File: config.mk
export PLATFORM = sky130hd
export DESIGN_NAME = pla_array
export DESIGN_NICKNAME = d
export VERILOG_FILES = /design/src/rtl/pla_pkg.sv /design/src/rtl/pla_cfg_regs.sv /design/src/rtl/pla_and_plane.sv /design/src/rtl/pla_or_plane.sv /design/src/rtl/pla_array.sv
export SDC_FILE = /design/constraint.sdc
export NUM_CORES = 1
export LEC_CHECK = 0
export BUFFER_PORTS_ARGS = -buffer_cell sky130_fd_sc_hd__clkbuf_2
export CAP_MARGIN = 20
export CORE_MARGIN = 2
export CORE_UTILIZATION = 45
export CTS_CLUSTER_DIAMETER = 60
export CTS_CLUSTER_SIZE = 40
export DETAILED_ROUTE_END_ITERATION = 7
export PLACE_DENSITY = 0.78
export SLEW_MARGIN = 10
export SYNTH_ARGS = -nofsm -noshare
export SYNTH_HDL_FRONTEND = slang
export SYNTH_SLANG_ARGS = --single-unit
File: constraint.sdc
create_clock -name clk -period 2 [get_ports clk]
set_clock_uncertainty 0.1 [all_clocks]
set_input_delay 0.4 -clock clk [delete_from_list [all_inputs] [get_ports clk]]
set_output_delay 0.4 -clock clk [all_outputs]
set_load 0.01 [all_outputs]
File: src/rtl/pla_pkg.sv
package pla_pkg;

  // Position of a literal bit in the flat AND-plane vector
  function automatic int and_bit_pos(input int term, input int inp,
                                     input bit comp, input int n_in);
    return term * 2 * n_in + 2 * inp + (comp ? 1 : 0);
  endfunction

  // Position of a term bit in the flat OR-plane vector
  function automatic int or_bit_pos(input int outp, input int term,
                                    input int n_term);
    return outp * n_term + term;
  endfunction

endpackage

File: src/rtl/pla_cfg_regs.sv
module pla_cfg_regs #(
  parameter int N_IN   = 3,
  parameter int N_TERM = 8,
  parameter int N_OUT  = 2,
  localparam int AW = 2 * N_IN * N_TERM,
  localparam int OW = N_TERM * N_OUT
) (
  input  logic          clk,
  input  logic          rst,
  input  logic          we,
  input  logic [AW-1:0] and_d,
  input  logic [OW-1:0] or_d,
  input  logic [N_OUT-1:0] inv_d,
  output logic [AW-1:0] and_q,
  output logic [OW-1:0] or_q,
  output logic [N_OUT-1:0] inv_q
);

  always_ff @(posedge clk) begin
    if (rst) begin
      and_q <= '0;
      or_q  <= '0;
      inv_q <= '0;
    end else if (we) begin
      and_q <= and_d;
      or_q  <= or_d;
      inv_q <= inv_d;
    end
  end

endmodule

File: src/rtl/pla_and_plane.sv
module pla_and_plane
  import pla_pkg::*;
#(
  parameter int N_IN   = 3,
  parameter int N_TERM = 8,
  localparam int AW = 2 * N_IN * N_TERM,
  localparam int LW = 2 * N_IN
) (
  input  logic [N_IN-1:0]   in_vec,
  input  logic [AW-1:0]     and_mask,
  output logic [N_TERM-1:0] terms
);

  // Literal rail: even slots true, odd slots complement
  logic [LW-1:0] lits;

  always_comb begin
    for (int i = 0; i < N_IN; i++) begin
      lits[2*i]     = in_vec[i];
      lits[2*i + 1] = ~in_vec[i];
    end
  end

  for (genvar t = 0; t < N_TERM; t++) begin : g_term
    logic [LW-1:0] sel;
    assign sel = and_mask[t*LW +: LW];
    // A removed connection reads as high
    assign terms[t] = &(lits | ~sel);
  end

endmodule

File: src/rtl/pla_or_plane.sv
module pla_or_plane #(
  parameter int N_TERM = 8,
  parameter int N_OUT  = 2,
  localparam int OW = N_TERM * N_OUT
) (
  input  logic [N_TERM-1:0] terms,
  input  logic [OW-1:0]     or_mask,
  input  logic [N_OUT-1:0]  inv,
  output logic [N_OUT-1:0]  funcs
);

  for (genvar o = 0; o < N_OUT; o++) begin : g_out
    logic [N_TERM-1:0] picked;
    assign picked   = terms & or_mask[o*N_TERM +: N_TERM];
    assign funcs[o] = (|picked) ^ inv[o];
  end

endmodule

File: src/rtl/pla_array.sv
module pla_array #(
  parameter int N_IN   = 3,
  parameter int N_TERM = 8,
  parameter int N_OUT  = 2,
  localparam int AW = 2 * N_IN * N_TERM,
  localparam int OW = N_TERM * N_OUT
) (
  input  logic             clk,
  input  logic             rst,
  input  logic             cfg_we,
  input  logic [AW-1:0]    and_cfg,
  input  logic [OW-1:0]    or_cfg,
  input  logic [N_OUT-1:0] inv_cfg,
  input  logic [N_IN-1:0]  in_vec,
  output logic [N_OUT-1:0] out_vec
);

  logic [AW-1:0]     and_q;
  logic [OW-1:0]     or_q;
  logic [N_OUT-1:0]  inv_q;
  logic [N_TERM-1:0] terms;
  logic [N_OUT-1:0]  funcs;

  pla_cfg_regs #(.N_IN(N_IN), .N_TERM(N_TERM), .N_OUT(N_OUT)) u_cfg (
    .clk   (clk),
    .rst   (rst),
    .we    (cfg_we),
    .and_d (and_cfg),
    .or_d  (or_cfg),
    .inv_d (inv_cfg),
    .and_q (and_q),
    .or_q  (or_q),
    .inv_q (inv_q)
  );

  pla_and_plane #(.N_IN(N_IN), .N_TERM(N_TERM)) u_and (
    .in_vec   (in_vec),
    .and_mask (and_q),
    .terms    (terms)
  );

  pla_or_plane #(.N_TERM(N_TERM), .N_OUT(N_OUT)) u_or (
    .terms   (terms),
    .or_mask (or_q),
    .inv     (inv_q),
    .funcs   (funcs)
  );

  always_ff @(posedge clk) begin
    if (rst) out_vec <= '0;
    else     out_vec <= funcs;
  end

endmodule

[Word level (Yosys, flattened, before mapping)]
Cells that the tools add are included.
Word-level totals
  output and inout port bits: 2
  register bits: 68
  bits of input ports: 72
Operators by class
  bitwise gates (word level): 23
  reductions and logical operators: 10
Operators with widths (count)
  inverter 6 bit: 8
  bitwise OR 6 bit: 8
  AND reduction 6 bit: 8
  AND 8 bit: 2
  OR reduction 8 bit: 2
  inverter 1 bit: 3
  bitwise XOR 1 bit: 2

[Depth between registers and ports, before layout]
Gate-level depths: netlist of run 1.
  depth in word-level cells: 6
  gate-level depth with buffers: 6

[Cells and area by module]
A second synthesis of run 1 with hierarchy kept.
Unflattened totals
  cell total of the unflattened synthesis: 264
  area total of the unflattened synthesis: 2859.0 µm²
By module, submodules not included
  pla_cfg_regs: cells an instance 213, instances 1, seq. area each 1321.3 µm², area an instance 2387.3 µm²
  pla_and_plane: cells an instance 35, instances 1, seq. area each 0.0 µm², area an instance 324.1 µm²
  pla_or_plane: cells an instance 12, instances 1, seq. area each 0.0 µm², area an instance 95.1 µm²
  pla_array: cells an instance 4, instances 1, seq. area each 40.0 µm², area an instance 52.6 µm²

[Worst setup path after synthesis of run 1]
No wires, ideal clock.
  kind: in2reg
  start: in in_vec[2]
  end: reg out_vec[0]
  data required time: 1.769 ns
  slack: 0.334 ns
  stages on the path: 6
  path buffers: 1
  data arrival time: 1.435 ns
  cells stage by stage: buf_6 > mux2_4 > a211oi_2 > a32o_2 > o31ai_1 > nor3b_2
On the way
  cells in the longest elaborated chain, start to end: 6
  elaborated cells on any way between the ends: 20
  those cells by class: 11 x bitwise; 9 x reduce/logical
RTL lines
  from (decl): line pla_array.sv:14  | input logic [N_IN-1:0] in_vec,
  inverter 1 bit: line pla_and_plane.sv:20  | lits[2*i + 1] = ~in_vec[i];
  bitwise OR 6 bit: line pla_and_plane.sv:28  | assign terms[t] = &(lits | ~sel);
  AND reduction 6 bit: line pla_and_plane.sv:28
  AND 8 bit (*): line pla_or_plane.sv:14  | assign picked = terms & or_mask[o*N_TERM +: N_TERM];
  OR reduction 8 bit (*): line pla_or_plane.sv:15  | assign funcs[o] = (|picked) ^ inv[o];
  bitwise XOR 1 bit (*): line pla_or_plane.sv:15
  to (signal assigned): line pla_array.sv:51  | else out_vec <= funcs;
  to (decl): line pla_array.sv:15  | output logic [N_OUT-1:0] out_vec
Every way passes the cells marked *; elsewhere a longest branch is shown, timed or not.
A chain may end at the register's enable or synchronous reset.

[Worst setup path after layout of run 1]
  start: in in_vec[0]
  end: reg out_vec[0]
Same word-level chain as after synthesis.

==> results of run 1 <==
-- metrics by stage --
step                      cells  hold slack [ns]  cell area (µm²)  setup slack [ns]  power [µW]
after global routing        420           0.1809             3455            0.3825        3337
after floorplan             272           0.3536             2820            0.3337        1757
after CTS                   420           0.1731             3455            0.4441        3218
after detailed placement    404           0.3853             3223           0.08037        1891
after global placement      404           0.3714             3223            0.1040        1880
final                       420           0.1864             3455            0.4328        3189
-- metal layers --
metal	up-vias	share of wire (%)	global-route usage, %
met5	-	0	0
met4	0	1.6	6.259
met3	7	5.5	6.660
met2	56	47	28.52
met1	976	46	24.61
li1	1072	-	-
-- power groups by stage --
stage | Sequential [µW] | Combinational (µW) | Clock, µW
2_1_floorplan | 1500 | 254 | 0
3_3_place_gp | 1520 | 364 | 0
3_5_place_dp | 1520 | 375 | 0
4_1_cts | 1490 | 378 | 1350
5_1_grt | 1490 | 415 | 1430
6_report | 1490 | 374 | 1330
-- final timing paths --
| kind | from | endpoint | cells past startpoint | slack (ns) |
|---|---|---|---|---|
| worst max-delay path | in_vec[0] | out_vec[0]$_SDFF_PP0_ | 6 | 0.43 |
| worst min-delay path | and_cfg[20] | u_cfg.and_q[20]$_SDFFE_PP0P_ | 3 | 0.19 |
| worst max register to register | u_cfg.and_q[4]$_SDFFE_PP0P_ | out_vec[0]$_SDFF_PP0_ | 5 | 0.53 |
| worst min register to register | u_cfg.and_q[20]$_SDFFE_PP0P_ | u_cfg.and_q[20]$_SDFFE_PP0P_ | 2 | 0.39 |
-- placed cells by master (no fill, tap or decap), types with 2 or more instances in the layout --
master	count
buf_12	2
nor3b_2	2
nor2_1	66
o31ai_1	2
nand4_1	6
dfxtp_1	68
nor4_1	2
mux2i_1	88
o22ai_1	2
clkbuf_8	9
a32o_2	2
clkinv_2	2
inv_1	2
clkbuf_2	72
o2111ai_1	2
bufinv_16	3
nand2_1	6
clkbuf_1	2
buf_4	2
-- registers in the layout, indices dropped and copies added (netlist names) --
register     cells
out_vec          2
u_cfg.inv_q      2
u_cfg.and_q     48
u_cfg.or_q      16
-- area by class of cell --
class / count / area [µm²]
Timing Repair Buffer: 76 / 415.4
Fill cell: 523 / 2536
Multi-Input combinational cell: 183 / 1345
Tap cell: 75 / 93.84
Clock inverter: 5 / 100.1
Clock buffer: 11 / 131.4
Inverter: 2 / 7.507
Sequential cell: 68 / 1361
-- cells by family (layout without fill, tap and decap cells) --
kind of cell | after synthesis | count (layout) | share of synthesized area (%)
compound gates | 9 | 9 | 2.839
simple gates | 85 | 85 | 13.09
buf+inv | 21 | 94 | 4.037
flops | 68 | 68 | 48.27
mux | 89 | 89 | 31.77
-- tightest hold or removal path, cell delays in order --
cell and delay, ns:
clkbuf_2 0.07, mux2i_1 0.05, nor2_1 0.07
==> results_dict.tcl, run 1 <==
set metrics [dict create \
    die-area_um2 6916 \
    ctsRootBufferMaster "clkbuf_8" \
    num_rows 28 \
    syn_to_final_growth_pct 22.49 \
    cts_hold_buf 0 \
    clkPwrFrac_pct 41.7 \
    track_usage_pct 18.70 \
    crit_arrival_ns 1.69 \
    wirelength_mm 6.066 \
    rsz0062_at_grt "no" \
    cap_violations 0 \
    ant_nets 0 \
    tns_ns 0 \
    core_um2 5991 \
    status "finished, final reports clean" \
    fp.dieH_um 83.17 \
    antenna_cells 0 \
    finalHoldViolCount 0 \
    post-cts-setup-buffers 0 \
    io_buffers 73 \
    fmax_mhz 638.1 \
    slew_viol_final 0 \
    ios 74 \
    synthTopCellsByArea "dfxtp_1 (48%), mux2i_1 (31%), nor2_1 (8.8%)" \
    switching_share_pct 23.00 \
    drive_gt1_share_pct 28.12 \
    syn_avg_cell_area_um2 10.37 \
    clock_sinks 68 \
    gp_congestion 0.7726 \
    syn_area_um2 2820 \
    synth_ff_type "dfxtp_1" \
    finalSetupViolCount 0 \
    fin_crit_sh_pct 78.36 \
    yosysUniqueCellTypes 22 \
    power_frac_seq_pct 46.6 \
    grt_overflow 0 \
    cts_tree "built" \
    die_x_um 83.17 \
    ys_ff_latch 68 \
    start_util_pct 47.08 \
    antenna_found_initial 0 \
    hpwlAfterDp_mm 4.187 \
    critPathMaxStageDelay_ns 0.30 \
    utilization_pct 57.67 \
    cp_data_required_time_ns 2.12 \
    internal_power_uw 2456 \
    synth_nets 344 \
    fin_nets 412 \
    drt-vias-per-instance 5.026 \
    drc 0 \
    clockBufferDepth 2 \
    vias 2111 \
    fin_crit_ns 1.567 \
    clk_latency_ns 0.35 \
    crit_buf_inv 1 \
    drt_iter0_drc 66 \
    hold_path.class "input port to flop" \
    wl_per_cell_um 14.44 \
    grt_max_degree 67 \
    endpoint_kind "flop" \
    combPwrFrac_pct 11.7 \
    drt_pre_antenna_iters 4 \
    peakVddDrop_mv 0.4766 \
    synth_edf_count 0 \
    synth_top_cell_by_area "dfxtp_1" \
    crit_fanout 9 \
    power.switching_uw 733.6 \
    slew_headroom_pct 69.65 \
    crit_type "input port to flop" \
    synth_common_cells "mux2i_1 (88), dfxtp_1 (68), nor2_1 (66)" \
    cts_resized 0 \
    async_flop_share_pct 0 \
    clkTransAtPathRegs_ns 0.07 \
    power_density_nw_per_um2 923.3 \
    synth_top_cell_area_share_pct 48.27 \
    path_delay_family "compound AO/OA/AOI/OAI gates" \
    start_kind "input port" \
    cpMaxStageDelayCell "clkbuf_2" \
    crit_chain "clkbuf_2 > mux2i_1 > nand3_1 > o2111ai_1 > o31ai_1 > nor3b_2" \
    synth.most_common_cell "mux2i_1" \
    cts_max_level 3 \
    yosys_warnings 0 \
    p_leak_uw 0.001726 \
    netlist_instances 272 \
    grt_pass1_vias 2036 \
    grt_pass1_wl_mm 10.03 \
    worst_pin_slew_ns 0.4553 \
    ys_seq_area_share_pct 48.27 \
    numCtsBuffers 9 \
]
(Power assumes the default switching activity.)
==> run 2, diff against run 1 <==
- clock period: 2 -> 1.6 ns (I/O delays scaled with it)
==> results_dict.tcl, run 2 (synthesized netlist as in run 1, its figures left out) <==
set metrics [dict create \
    finalSetupViolCount 0 \
    place_area_um2 3318 \
    fmax_mhz 662.0 \
    clkTransAtPathRegs_ns 0.07 \
    fin_nets 418 \
    fp.dieH_um 83.17 \
    fin_crit_ns 1.511 \
    cts_max_level 3 \
    largest_register_ffs 48 \
    worst_pin_slew_ns 0.3226 \
    antenna_cells 0 \
    grt_pass1_vias 2182 \
    p_leak_uw 0.001754 \
    r2r_slack_ns 0.09 \
    post-cts-setup-buffers 0 \
    crit_end "out_vec[0]$_SDFF_PP0_" \
    reg_top3 "u_cfg.and_q (48), u_cfg.or_q (16)" \
    io_buffers 73 \
    num_rows 28 \
    core_um2 5991 \
    slew_viol_final 0 \
    p_total_uw 3678 \
    crit_arrival_ns 1.63 \
    cts_tree "built" \
    cts_hold_buf 0 \
    power_density_nw_per_um2 1049 \
    syn_to_final_growth_pct 24.31 \
    cp.depth 5 \
    wl_met2_mm 2.896 \
    layout_commonest_cell "mux2i_1" \
    start_kind "flop" \
    worstReg2RegEnd "out_vec[0]$_SDFF_PP0_" \
    post-route-cell-area_um2 3506 \
    dp_cells 410 \
    critPathMaxStageDelay_ns 0.33 \
    endpoint_kind "flop" \
    clock_sinks 68 \
    met1_length_mm 2.802 \
    slew_headroom_pct 78.49 \
    top_register "u_cfg.and_q" \
    crit_fanout 2 \
    antenna_found_initial 0 \
    start_util_pct 47.08 \
    stdcell_count 425 \
    crit_buf_inv 0 \
    ctsRootBufferMaster "clkbuf_8" \
    drt_iter0_drc 78 \
    fin_crit_sh_pct 94.42 \
    drive_gt1_share_pct 29.43 \
    crit_chain "mux2_4 > a211oi_2 > a32o_2 > o31ai_1 > nor3b_2" \
    track_usage_pct 18.56 \
    numCtsBuffers 9 \
    utilization_pct 58.52 \
    path_delay_family "compound AO/OA/AOI/OAI gates" \
    finalHoldViolCount 0 \
    drc 0 \
    ios 74 \
    peakVddDrop_mv 0.7013 \
    grt_pass1_wl_mm 10.27 \
    final_cell_mix "mux2i_1 (88), clkbuf_2 (72), dfxtp_1 (68), nor2_1 (66), clkbuf_8 (13)" \
    clk_latency_ns 0.34 \
    wirelength_mm 6.163 \
    die-area_um2 6916 \
    gp_congestion 0.8128 \
    cap_violations 0 \
    grt_overflow 0 \
    grt_max_degree 46 \
    ant_nets 0 \
    fill_cells 522 \
    tns_ns 0 \
    met3_length_um 321 \
    ff2ff_path_depth 5 \
    hpwlAfterDp_mm 4.611 \
    top_layer "met4" \
    clockBufferDepth 2 \
    wl_per_cell_um 14.50 \
    die_x_um 83.17 \
    cpMaxStageDelayCell "dfxtp_1" \
    crit_type "flop to flop" \
    vias 2123 \
    rsz0062_at_grt "no" \
    r2r_start "u_cfg.and_q[4]$_SDFFE_PP0P_" \
    drt-vias-per-instance 4.995 \
    status "finished, final reports clean" \
    cp-startpoint "u_cfg.and_q[4]$_SDFFE_PP0P_" \
    drt_pre_antenna_iters 4 \
    cp_data_required_time_ns 1.72 \
    hold_path.class "input port to flop" \
    cts_resized 0 \
]
[run 2: changes by cell type in the layout (fill, tap and decap cells not counted), sizes merged]
cell / delta
clkinv: -1
buf: +6
clkbuf: +3
bufinv: -3
[run 2: cell type report]
type / count / area, µm² / share of cell area (%)
clock buffer: 14 / 182.7 / 5.211
timing repair buffer: 82 / 510.5 / 14.56
inverter: 2 / 7.507 / 0.2141
tap: 75 / 93.84 / 2.677
sequential: 68 / 1361 / 38.83
multi-input combinational: 183 / 1345 / 38.37
clock inverter: 1 / 5.005 / 0.1428
[run 2: worst min-delay path by stage]
stage / endpoint / from / slack, ns / cells after the start
3_3_place_gp: u_cfg.and_q[24]$_SDFFE_PP0P_ / u_cfg.and_q[24]$_SDFFE_PP0P_ / 0.37 / 2
5_1_grt: u_cfg.and_q[20]$_SDFFE_PP0P_ / and_cfg[20] / 0.12 / 3
6_report: u_cfg.and_q[46]$_SDFFE_PP0P_ / and_cfg[46] / 0.12 / 3
2_1_floorplan: u_cfg.and_q[0]$_SDFFE_PP0P_ / u_cfg.and_q[0]$_SDFFE_PP0P_ / 0.35 / 2
3_5_place_dp: u_cfg.and_q[16]$_SDFFE_PP0P_ / u_cfg.and_q[16]$_SDFFE_PP0P_ / 0.39 / 2
4_1_cts: u_cfg.and_q[8]$_SDFFE_PP0P_ / and_cfg[8] / 0.11 / 3
[run 2: through the flow]
step	setup slack (ns)	hold WS, ns
detailed placement	-0.1575	0.3857
global placement	-0.1210	0.3722
floorplan	0.01374	0.3536
CTS	0.08210	0.1114
finish	0.08931	0.1185
global route	0.02714	0.1211
[run 2: layer usage]
metal / vias up / track usage (%)
met4: 0 / 8.644
met5: - / 0
met3: 13 / 4.573
met2: 58 / 29.77
li1: 1082 / -
met1: 970 / 23.49
[run 2: worst register-to-register path: stages, from the launching register on]
cell      delay, ns
dfxtp_1        0.33
mux2_4         0.27
a211oi_2       0.25
a32o_2         0.23
o31ai_1        0.07
nor3b_2        0.15
[run 2: power breakdown]
group          internal, µW  total [µW]  switching [µW]
clock                   722        1330             604
sequential             1800        1860            61.8
combinational           261         490             229
==> run 3, diff against run 2 <==
- MAX_ROUTING_LAYER: not set -> met4
==> results_dict.tcl, run 3 (synthesized netlist as in run 1, its figures left out) <==
set metrics [dict create \
    status "finished, final reports clean" \
    grt_pass1_wl_mm 10.27 \
    wl_per_cell_um 14.50 \
    fin_crit_sh_pct 94.25 \
    hold_path.class "input port to flop" \
    clk_latency_ns 0.33 \
    io_buffers 73 \
    wirelength_mm 6.163 \
    cts_hold_buf 0 \
    place_area_um2 3318 \
    num_rows 28 \
    clkTransAtPathRegs_ns 0.07 \
    fin_crit_ns 1.508 \
    grt_pass1_vias 2181 \
    crit_type "flop to flop" \
    gp_congestion 0.8249 \
    final_cell_mix "mux2i_1 (88), clkbuf_2 (72), dfxtp_1 (68), nor2_1 (66), clkbuf_8 (13)" \
    ff2ff_path_depth 5 \
    syn_to_final_growth_pct 24.31 \
    drc 0 \
    drive_gt1_share_pct 29.43 \
    ios 74 \
    antenna_found_initial 0 \
    fmax_mhz 663.2 \
    peakVddDrop_mv 0.6998 \
    crit_arrival_ns 1.63 \
    slew_headroom_pct 79.02 \
    track_usage_pct 19.09 \
    top_register "u_cfg.and_q" \
    drt_pre_antenna_iters 4 \
    p_leak_uw 0.001754 \
    power_frac_seq_pct 50.7 \
    crit_fanout 2 \
    clkPwrFrac_pct 35.9 \
    die-area_um2 6916 \
    post-cts-setup-buffers 0 \
    vias 2135 \
    endpoint_kind "flop" \
    start_kind "flop" \
    cts_max_level 3 \
    ctsRootBufferMaster "clkbuf_8" \
    clockBufferDepth 2 \
    post-route-cell-area_um2 3506 \
    combPwrFrac_pct 13.4 \
    fp.dieH_um 83.17 \
    grt_overflow 0 \
    start_util_pct 47.08 \
    layout_commonest_cell "mux2i_1" \
    finalHoldViolCount 0 \
    reg_top3 "u_cfg.and_q (48), u_cfg.or_q (16)" \
    stdcell_count 425 \
    die_x_um 83.17 \
    drt_iter0_drc 74 \
    finalSetupViolCount 0 \
    fill_cells 522 \
    drt-vias-per-instance 5.024 \
    antenna_cells 0 \
    cts_resized 0 \
    cap_violations 0 \
    cts_tree "built" \
    power.switching_uw 888.5 \
    rsz0062_at_grt "no" \
    cp_data_required_time_ns 1.72 \
    fin_nets 418 \
    power_density_nw_per_um2 1047 \
    switching_share_pct 24.20 \
    utilization_pct 58.52 \
    multi_input_area_um2 1345 \
    grt_max_degree 46 \
    clock_sinks 68 \
    post-place-ws_ns -0.1575 \
    largest_register_ffs 48 \
    core_um2 5991 \
    seqCellArea_um2 1361 \
    r2r_slack_ns 0.09 \
    internal_power_uw 2783 \
    ant_nets 0 \
    numCtsBuffers 9 \
    min_delay_path_depth 3 \
    setup_slack_ns 0.09207 \
    slew_viol_final 0 \
    hpwlAfterDp_mm 4.611 \
    dp_cells 410 \
    worst_pin_slew_ns 0.3118 \
]
[run 3: cell counts in the layout (fill, tap and decap cells not counted)]
No cell type changed its count.
[run 3: metal layers]
metal	GRT usage, %	wire, µm
met3	4.076	273
met4	8.644	144
met5	-	0
met1	23.92	2833
met2	29.62	2911
[run 3: area by class of cell]
cell class | count | share of cell area (%)
clock buffer | 14 | 5.211
clock inverter | 1 | 0.1428
inverter | 2 | 0.2141
multi-input combinational | 183 | 38.37
sequential | 68 | 38.83
tap | 75 | 2.677
timing repair buffer | 82 | 14.56
[run 3: through the flow]
stage / TNS, ns / total power [µW] / hold slack [ns]
final: 0 / 3672 / 0.1198
after global routing: 0 / 3837 / 0.1212
after CTS: 0 / 3711 / 0.1114
after detailed placement: -0.3056 / 2393 / 0.3857
after global placement: -0.2351 / 2380 / 0.3722
after floorplan: 0 / 2196 / 0.3536
[run 3: final timing paths]
| check | endpoint | from |
|---|---|---|
| max | out_vec[0]$_SDFF_PP0_ | u_cfg.and_q[4]$_SDFFE_PP0P_ |
| min reg2reg | u_cfg.and_q[16]$_SDFFE_PP0P_ | u_cfg.and_q[16]$_SDFFE_PP0P_ |
| max reg2reg | out_vec[0]$_SDFF_PP0_ | u_cfg.and_q[4]$_SDFFE_PP0P_ |
| min | u_cfg.and_q[43]$_SDFFE_PP0P_ | and_cfg[43] |
[run 3: power groups by stage]
stage / registers, µW / logic, µW / clock network [µW]
6_report: 1860 / 490 / 1320
3_5_place_dp: 1900 / 494 / 0
4_1_cts: 1860 / 496 / 1350
3_3_place_gp: 1900 / 480 / 0
2_1_floorplan: 1880 / 318 / 0
5_1_grt: 1870 / 542 / 1420
[run 3: critical path, cell delays in order (launching register included)]
cell,delay [ns]
dfxtp_1,0.33
mux2_4,0.27
a211oi_2,0.25
a32o_2,0.23
o31ai_1,0.07
nor3b_2,0.15
